## config.mk

```make
export PLATFORM = sky130hd
export DESIGN_NAME = branch_resolver
export DESIGN_NICKNAME = d
export VERILOG_FILES = /design/src/rtl/br_pkg.sv /design/src/rtl/br_cond_eval.sv /design/src/rtl/br_target_calc.sv /design/src/rtl/br_cost_table.sv /design/src/rtl/branch_resolver.sv
export SDC_FILE = /design/constraint.sdc
export NUM_CORES = 1
export LEC_CHECK = 0
export BUFFER_PORTS_ARGS = -buffer_cell sky130_fd_sc_hd__buf_2
export CAP_MARGIN = 0
export CORE_ASPECT_RATIO = 1.2
export CORE_MARGIN = 10
export CORE_UTILIZATION = 25
export CTS_BUF_LIST = sky130_fd_sc_hd__clkbuf_4
export DETAILED_ROUTE_END_ITERATION = 7
export GPL_TIMING_DRIVEN = 0
export RECOVER_POWER = 25
export SLEW_MARGIN = 20
export SYNTH_ARGS = -nofsm -noshare
export SYNTH_HDL_FRONTEND = slang
export SYNTH_SLANG_ARGS = --single-unit
```

## constraint.sdc

```tcl
create_clock -name clk -period 3 [get_ports clk]
set_input_delay 0.6 -clock clk [delete_from_list [all_inputs] [get_ports clk]]
set_output_delay 0.6 -clock clk [all_outputs]
set_load 0.02 [all_outputs]
```

## src/rtl/br_pkg.sv

```systemverilog
package br_pkg;

    typedef enum logic [1:0] {
        KIND_REL  = 2'd0,
        KIND_ABS  = 2'd1,
        KIND_CALL = 2'd2,
        KIND_RET  = 2'd3
    } br_kind_e;

    localparam int unsigned COND_W = 3;

    localparam logic [COND_W-1:0] CC_ALWAYS = 3'd0;
    localparam logic [COND_W-1:0] CC_NZ     = 3'd1;
    localparam logic [COND_W-1:0] CC_Z      = 3'd2;
    localparam logic [COND_W-1:0] CC_NC     = 3'd3;
    localparam logic [COND_W-1:0] CC_C      = 3'd4;

    typedef enum logic {
        ST_IDLE   = 1'b0,
        ST_RESULT = 1'b1
    } br_state_e;

endpackage

```

## src/rtl/br_cond_eval.sv

```systemverilog
module br_cond_eval #(
    parameter int unsigned FLAG_W    = 8,
    parameter int unsigned ZERO_BIT  = 7,
    parameter int unsigned CARRY_BIT = 4
) (
    input  logic [br_pkg::COND_W-1:0] cond,
    input  logic [FLAG_W-1:0]         flags,
    output logic                      take,
    output logic                      uncond
);
    import br_pkg::*;

    logic zf;
    logic cf;

    assign zf = flags[ZERO_BIT];
    assign cf = flags[CARRY_BIT];

    always_comb begin
        take   = 1'b1;
        uncond = 1'b0;
        case (cond)
            CC_NZ:   take = ~zf;
            CC_Z:    take = zf;
            CC_NC:   take = ~cf;
            CC_C:    take = cf;
            default: uncond = 1'b1;
        endcase
    end

endmodule

```

## src/rtl/br_target_calc.sv

```systemverilog
module br_target_calc #(
    parameter int unsigned ADDR_W = 16,
    parameter int unsigned OFS_W  = 8
) (
    input  br_pkg::br_kind_e  kind,
    input  logic              take,
    input  logic [ADDR_W-1:0] pc,
    input  logic [ADDR_W-1:0] imm,
    input  logic [ADDR_W-1:0] ret_addr,
    output logic [ADDR_W-1:0] next_pc
);
    import br_pkg::*;

    localparam int unsigned EXT_W = ADDR_W - OFS_W;

    logic [ADDR_W-1:0] ofs_ext;
    logic [ADDR_W-1:0] rel_sum;

    assign ofs_ext = {{EXT_W{imm[OFS_W-1]}}, imm[OFS_W-1:0]};
    assign rel_sum = pc + ofs_ext;

    always_comb begin
        next_pc = pc;
        if (take) begin
            unique case (kind)
                KIND_REL:  next_pc = rel_sum;
                KIND_ABS:  next_pc = imm;
                KIND_CALL: next_pc = imm;
                KIND_RET:  next_pc = ret_addr;
            endcase
        end
    end

endmodule

```

## src/rtl/br_cost_table.sv

```systemverilog
module br_cost_table #(
    parameter int unsigned CYC_W          = 5,
    parameter int unsigned REL_TAKEN      = 12,
    parameter int unsigned REL_SKIP       = 8,
    parameter int unsigned ABS_TAKEN      = 16,
    parameter int unsigned ABS_SKIP       = 12,
    parameter int unsigned CALL_TAKEN     = 24,
    parameter int unsigned CALL_SKIP      = 12,
    parameter int unsigned RET_TAKEN      = 20,
    parameter int unsigned RET_SKIP       = 8,
    parameter int unsigned RET_UNCOND     = 16
) (
    input  br_pkg::br_kind_e  kind,
    input  logic              take,
    input  logic              uncond,
    output logic [CYC_W-1:0]  cycles
);
    import br_pkg::*;

    always_comb begin
        cycles = '0;
        unique case (kind)
            KIND_REL:  cycles = take ? CYC_W'(REL_TAKEN)  : CYC_W'(REL_SKIP);
            KIND_ABS:  cycles = take ? CYC_W'(ABS_TAKEN)  : CYC_W'(ABS_SKIP);
            KIND_CALL: cycles = take ? CYC_W'(CALL_TAKEN) : CYC_W'(CALL_SKIP);
            KIND_RET: begin
                if (uncond)    cycles = CYC_W'(RET_UNCOND);
                else if (take) cycles = CYC_W'(RET_TAKEN);
                else           cycles = CYC_W'(RET_SKIP);
            end
        endcase
    end

endmodule

```

## src/rtl/branch_resolver.sv

```systemverilog
module branch_resolver #(
    parameter int unsigned ADDR_W    = 16,
    parameter int unsigned FLAG_W    = 8,
    parameter int unsigned ZERO_BIT  = 7,
    parameter int unsigned CARRY_BIT = 4,
    parameter int unsigned CYC_W     = 5
) (
    input  logic                      clk,
    input  logic                      rst_n,
    input  logic                      req_valid,
    input  logic [1:0]                req_kind,
    input  logic [br_pkg::COND_W-1:0] req_cond,
    input  logic [FLAG_W-1:0]         req_flags,
    input  logic [ADDR_W-1:0]         req_pc,
    input  logic [ADDR_W-1:0]         req_imm,
    input  logic [ADDR_W-1:0]         req_ret_addr,
    output logic                      res_valid,
    output logic                      res_taken,
    output logic [ADDR_W-1:0]         res_next_pc,
    output logic                      res_push,
    output logic                      res_pop,
    output logic [CYC_W-1:0]          res_cycles
);
    import br_pkg::*;

    br_kind_e          kind;
    logic              take;
    logic              uncond;
    logic [ADDR_W-1:0] next_pc;
    logic [CYC_W-1:0]  cycles;
    br_state_e         state_q;
    br_state_e         state_d;

    assign kind = br_kind_e'(req_kind);

    br_cond_eval #(
        .FLAG_W   (FLAG_W),
        .ZERO_BIT (ZERO_BIT),
        .CARRY_BIT(CARRY_BIT)
    ) u_cond (
        .cond  (req_cond),
        .flags (req_flags),
        .take  (take),
        .uncond(uncond)
    );

    br_target_calc #(
        .ADDR_W(ADDR_W)
    ) u_target (
        .kind    (kind),
        .take    (take),
        .pc      (req_pc),
        .imm     (req_imm),
        .ret_addr(req_ret_addr),
        .next_pc (next_pc)
    );

    br_cost_table #(
        .CYC_W(CYC_W)
    ) u_cost (
        .kind  (kind),
        .take  (take),
        .uncond(uncond),
        .cycles(cycles)
    );

    // next-state: "accept" on a request, "drain" otherwise
    always_comb begin
        state_d = state_q;
        unique case (state_q)
            ST_IDLE:   state_d = req_valid ? ST_RESULT : ST_IDLE;
            ST_RESULT: state_d = req_valid ? ST_RESULT : ST_IDLE;
        endcase
    end

    always_ff @(posedge clk) begin
        if (!rst_n) state_q <= ST_IDLE;
        else        state_q <= state_d;
    end

    always_ff @(posedge clk) begin
        if (!rst_n) begin
            res_taken   <= 1'b0;
            res_next_pc <= '0;
            res_push    <= 1'b0;
            res_pop     <= 1'b0;
            res_cycles  <= '0;
        end else if (req_valid) begin
            res_taken   <= take;
            res_next_pc <= next_pc;
            res_push    <= take && (kind == KIND_CALL);
            res_pop     <= take && (kind == KIND_RET);
            res_cycles  <= cycles;
        end else begin
            res_push    <= 1'b0;
            res_pop     <= 1'b0;
        end
    end

    assign res_valid = (state_q == ST_RESULT);

endmodule

```

* Yosys cells after proc, flatten, opt, wreduce, memory -nomap -nowiden
Cells that the tools add are included.
W data, S select, Z words.
** Storage, ports and cells
- Word-level logic and storage cells :: 32
- Bits of input ports :: 64
- Bits in registers :: 25
- Output and inout port bits :: 25
** Cells by class
- Reductions and logical operators :: 6
- Equal/unequal tests :: 7
- Muxes and demuxes :: 10
- Add/sub/neg operators :: 1
- Bitwise operators :: 2
** Operators by type and width (number)
- $pmux W16 S3 :: 1
- $mux W5 :: 4
- $pmux W5 S4 :: 1
- $add A16 B16 Y16 :: 1
- $mux W16 :: 1
- $eq A3 B2 Y1 const B :: 2
- $eq A2 B2 Y1 const B :: 2
- $pmux W1 S4 :: 1
- $reduce_or A4 Y1 :: 1
- $eq A3 B1 Y1 const B :: 1
- $eq A3 B3 Y1 const B :: 1
- $mux W3 :: 1
- $eq A2 B1 Y1 const B :: 1
- $logic_and A1 B1 Y1 :: 2
- $logic_not A2 Y1 :: 1
- $not A1 Y1 :: 2
- $reduce_and A2 Y1 :: 1
- $reduce_or A2 Y1 :: 1
- $mux W1 :: 1

* Logic depth before layout (Yosys ltp)
- Word-level depth :: 5
- Depth in mapped cells :: 8
- Mapped depth without buffers :: 8

* Hierarchy
Synthesis repeated with hierarchy kept, for this count alone.
** Unflattened totals
- Cell total of the unflattened synthesis :: 273
- Area total of the unflattened synthesis :: 2298.5 sq um
** By module, submodules not included
- br_target_calc :: area each 1223.7 sq um, sequential area each 0.0 sq um, instances 1, cells each 175
- branch_resolver :: area each 940.9 sq um, sequential area each 500.5 sq um, instances 1, cells each 79
- br_cost_table :: area each 71.3 sq um, sequential area each 0.0 sq um, instances 1, cells each 10
- br_cond_eval :: area each 62.6 sq um, sequential area each 0.0 sq um, instances 1, cells each 9

* Worst setup path after synthesis
No wires, ideal clock.
- Path type :: input port to flip-flop
- Start :: input port req_pc[0]
- End :: register res_next_pc[10]
- Buffers on the path :: 0
- Arrival :: 2.537 ns
- Required time :: 2.929 ns
- Path slack :: 0.392 ns
- Stages :: 8
- Setup time :: 0.071 ns
- Path through :: ha_1 fa_1 a21o_1 a221oi_2 o311ai_2 xnor2_1 a2111oi_0 o21bai_1
** On the way
- Longest elaborated chain between the ends :: 3
** Ends and longest elaborated chain
- start: declaration :: line branch_resolver.sv:14 : input logic [ADDR_W-1:0] req_pc,
- $add A16 B16 Y16 :: line br_target_calc.sv:20 : assign rel_sum = pc + ofs_ext;
- $pmux W16 S3 :: line br_target_calc.sv:25 : unique case (kind)
- $mux W16 :: line br_target_calc.sv:24 : if (take) begin
- end signal: assignment :: line branch_resolver.sv:90 : res_next_pc <= next_pc;
- end: declaration :: line branch_resolver.sv:19 : output logic [ADDR_W-1:0] res_next_pc,
No other way between the ends.
A chain may end at the register's enable or synchronous reset.

* Final worst setup path
Ends and elaborated chain as after synthesis.

==> impl_metrics.py <==
metrics = {
    "outcome": {
        "outcome": "finished clean",
    },
    "cts": {
        "root_buffer": "clkbuf_4",
        "cts_setup_buffers": 0,
        "insertion_delay_ps": 320,
        "post_cts_resized": 0,
        "path_clk_slew_ps": 160,
        "cts_max_path_buffers": 2,
        "ctsHoldBuffers": 0,
        "cts_tree": "done",
        "htreeDepth": 1,
        "cts_made_buffers": 3,
        "numClockSinks": 23,
    },
    "floorplanning": {
        "start_util_pct": 25.4,
        "die_w_um": 105,
        "die_h_um": 122,
        "fp-row-count": 37,
        "die_area_um2": 12700,
        "io_pins": 89,
        "core_um2": 8470,
    },
    "timing": {
        "max_slew_margin_pct": 48.4,
        "finalClockSkew_ps": 0,
        "final-hold-violation-count": 0,
        "setup_slack_ps": 347,
        "slew_violations": 0,
        "setup_violations": 0,
        "rsz0062_at_grt": "false",
        "fin_crit_sh_pct": 88.4,
        "fmax_mhz": 377,
        "worst_pin_slew_ps": 769,
        "post-route-min-period_ps": 2650,
        "fin_hold_ws_ps": 495,
    },
    "power_and_ir_drop": {
        "power_uw": 943,
        "pwr_density_cell_nw_per_um2": 347,
        "leakage_nw": 1.18,
        "ir_drop_mv": 0.121,
    },
    "global_route": {
        "grt_max_degree": 15,
        "antenna_found_initial": 0,
        "overflow": 0,
        "grt.total_usage_pct": 12.4,
        "first_global_vias": 2559,
        "grt_first_pass_wirelength_mm": 13.1,
    },
    "synth": {
        "netlist_instances": 277,
        "yosys-top-cells-count": "a21oi_1, dfxtp_1, o21ai_0",
        "ys_warn_count": 0,
        "synth_top_cell_area_share_pct": 21.4,
        "synth_area_leaders": "dfxtp_1, ha_1, a21oi_1, o21ai_0, a221oi_1",
        "synth-seq-cells": 23,
        "syn_avg_cell_area_um2": 7.77,
        "ys_seq_area_share_pct": 21.4,
        "synth_flop_cell": "dfxtp_1",
        "synth-edff-count": 0,
        "syn_area_um2": 2150,
        "async_flop_share_pct": 0,
        "synth.distinct_cells": 58,
        "synth.most_common_cell": "a21oi_1",
        "synth_top_cell_by_area": "dfxtp_1",
    },
    "drt": {
        "drt_iter0_markers": 201,
        "totalWireLength_mm": 8.40,
        "ant_nets": 0,
        "drtPass1Iterations": 4,
        "post_drt_wl_per_cell_um": 17.5,
        "viasPerCell": 5.24,
        "vias": 2509,
        "drc": 0,
    },
    "worst_setup_path": {
        "endpoint_kind": "flop",
        "path_cells": "buf_2 > ha_1 > fa_1 > a21o_1 > a221oi_2 > o311ai_2 > xnor2_1 > a2111oi_0 > o21bai_1",
        "path_max_fanout": 3,
        "timing.rr.start": "res_next_pc[9]$_SDFFE_PN0P_",
        "crit_path_start": "req_pc[0]",
        "cpMaxStageDelayCell": "a221oi_2",
        "cp_num_buf_inv": 1,
        "cp_top_family": "compound AO/OA/AOI/OAI gates",
        "cp-start-kind": "primary input",
        "r2r_cells": 4,
        "slowest_delay_ps": 440,
        "reg2reg_to": "res_next_pc[9]$_SDFFE_PN0P_",
        "path_class": "in2reg",
        "rrSetupSlack_ps": 2030,
        "crit_arrival_ps": 2940,
        "worstPathRequired_ps": 3290,
    },
    "layout": {
        "n_antenna_cell": 0,
        "area_delta_synth_final_pct": 26.3,
        "layout.nets": 447,
        "fin_util_pct": 32.1,
        "final_area_um2": 2720,
        "drive_gt1_share_pct": 23.5,
    },
    "placement": {
        "port-buffer-count": 80,
        "place_area_um2": 2700,
        "dpl.hpwl_mm": 6.73,
        "pre_cts_ws_ps": -2.77,
        "gp_congestion": 0.885,
    },
    "worst_hold_path": {
        "worstHoldPathType": "reg2reg",
        "hold_end": "res_taken$_SDFFE_PN0P_",
        "hp-start": "res_taken$_SDFFE_PN0P_",
        "hold_path_depth": 2,
    },
    "run": {
        "maxCapViolCount": 0,
    },
}
==> cell usage in the layout (no fill, tap or decap), types with 5 or more instances in the layout <==
| cell type | n |
|---|---|
| inv_1 | 11 |
| nand3_1 | 5 |
| o211ai_1 | 6 |
| xor2_1 | 5 |
| a211oi_1 | 7 |
| dfxtp_1 | 23 |
| a21o_1 | 7 |
| buf_2 | 69 |
| nor2_1 | 18 |
| nor2b_1 | 7 |
| nor3_1 | 9 |
| clkbuf_1 | 26 |
| o21ai_0 | 21 |
| ha_1 | 19 |
| a21oi_1 | 25 |
| a221oi_1 | 9 |
| nand2_1 | 16 |
==> power by group <==
group          switching (mW)  leakage [nW]  internal (mW)
clock network           0.117        0.0139         0.0511
registers              0.0138         0.190          0.331
logic                   0.261         0.976          0.169
total                   0.392          1.18          0.551
==> worst register-to-register path: cells and delay by family, from the launching register on <==
kind / cells / cell delay, ps
simple gates: 2 / 210
compound gates: 2 / 320
flops: 1 / 350
==> layout make-up <==
class	count	area (um2)
tap	117	146
buffer	20	82.6
timing repair buffer	80	387
sequential	23	460
clock inverter	1	7.51
multi-input combinational	224	1570
fill	947	5750
inverter	11	41.3
clock buffer	3	22.5
==> worst max-delay path by stage <==
stage                                              end  slack [ps]  cells after the start
after global placement    res_next_pc[10]$_SDFFE_PN0P_           4                      9
after detailed placement  res_next_pc[10]$_SDFFE_PN0P_          -3                      9
after floorplan           res_next_pc[10]$_SDFFE_PN0P_         390                      8
after CTS                 res_next_pc[10]$_SDFFE_PN0P_         350                      9
final                     res_next_pc[10]$_SDFFE_PN0P_         350                      9
after global routing      res_next_pc[10]$_SDFFE_PN0P_         120                      9
==> cells by family after synthesis <==
| logic type | Yosys count | share of synthesized area, % |
|---|---|---|
| AOI/OAI and AO/OA | 109 | 35.7 |
| xor gates and xnor gates | 9 | 3.66 |
| adders and majority gates | 20 | 12.0 |
| buffers and inverters | 31 | 5.75 |
| DFF | 23 | 21.4 |
| muxes | 4 | 1.86 |
| other | 1 | 0.174 |
| and+or+nand+nor | 80 | 19.5 |
==> through the flow <==
stage / instances / setup TNS, ps
2_1_floorplan: 278 / 0
3_3_place_gp: 475 / 0
4_1_cts: 479 / 0
3_5_place_dp: 475 / -2.77
5_1_grt: 479 / 0
6_report: 479 / 0
==> sequential cells by signal, indices dropped and copies added (netlist names) <==
signal	cells
res_next_pc	16
res_taken	1
res_push	1
res_pop	1
res_cycles	3
res_valid	1
==> per-layer routing <==
metal | track usage, % | wire [um] | up-vias
met5 | 0 | 0 | -
met4 | 3.44 | 83 | 0
met3 | 3.33 | 708 | 9
met2 | 21.3 | 4040 | 108
met1 | 14.8 | 3570 | 1169
li1 | - | - | 1223
Note: power is estimated with default switching activity, not from simulation.
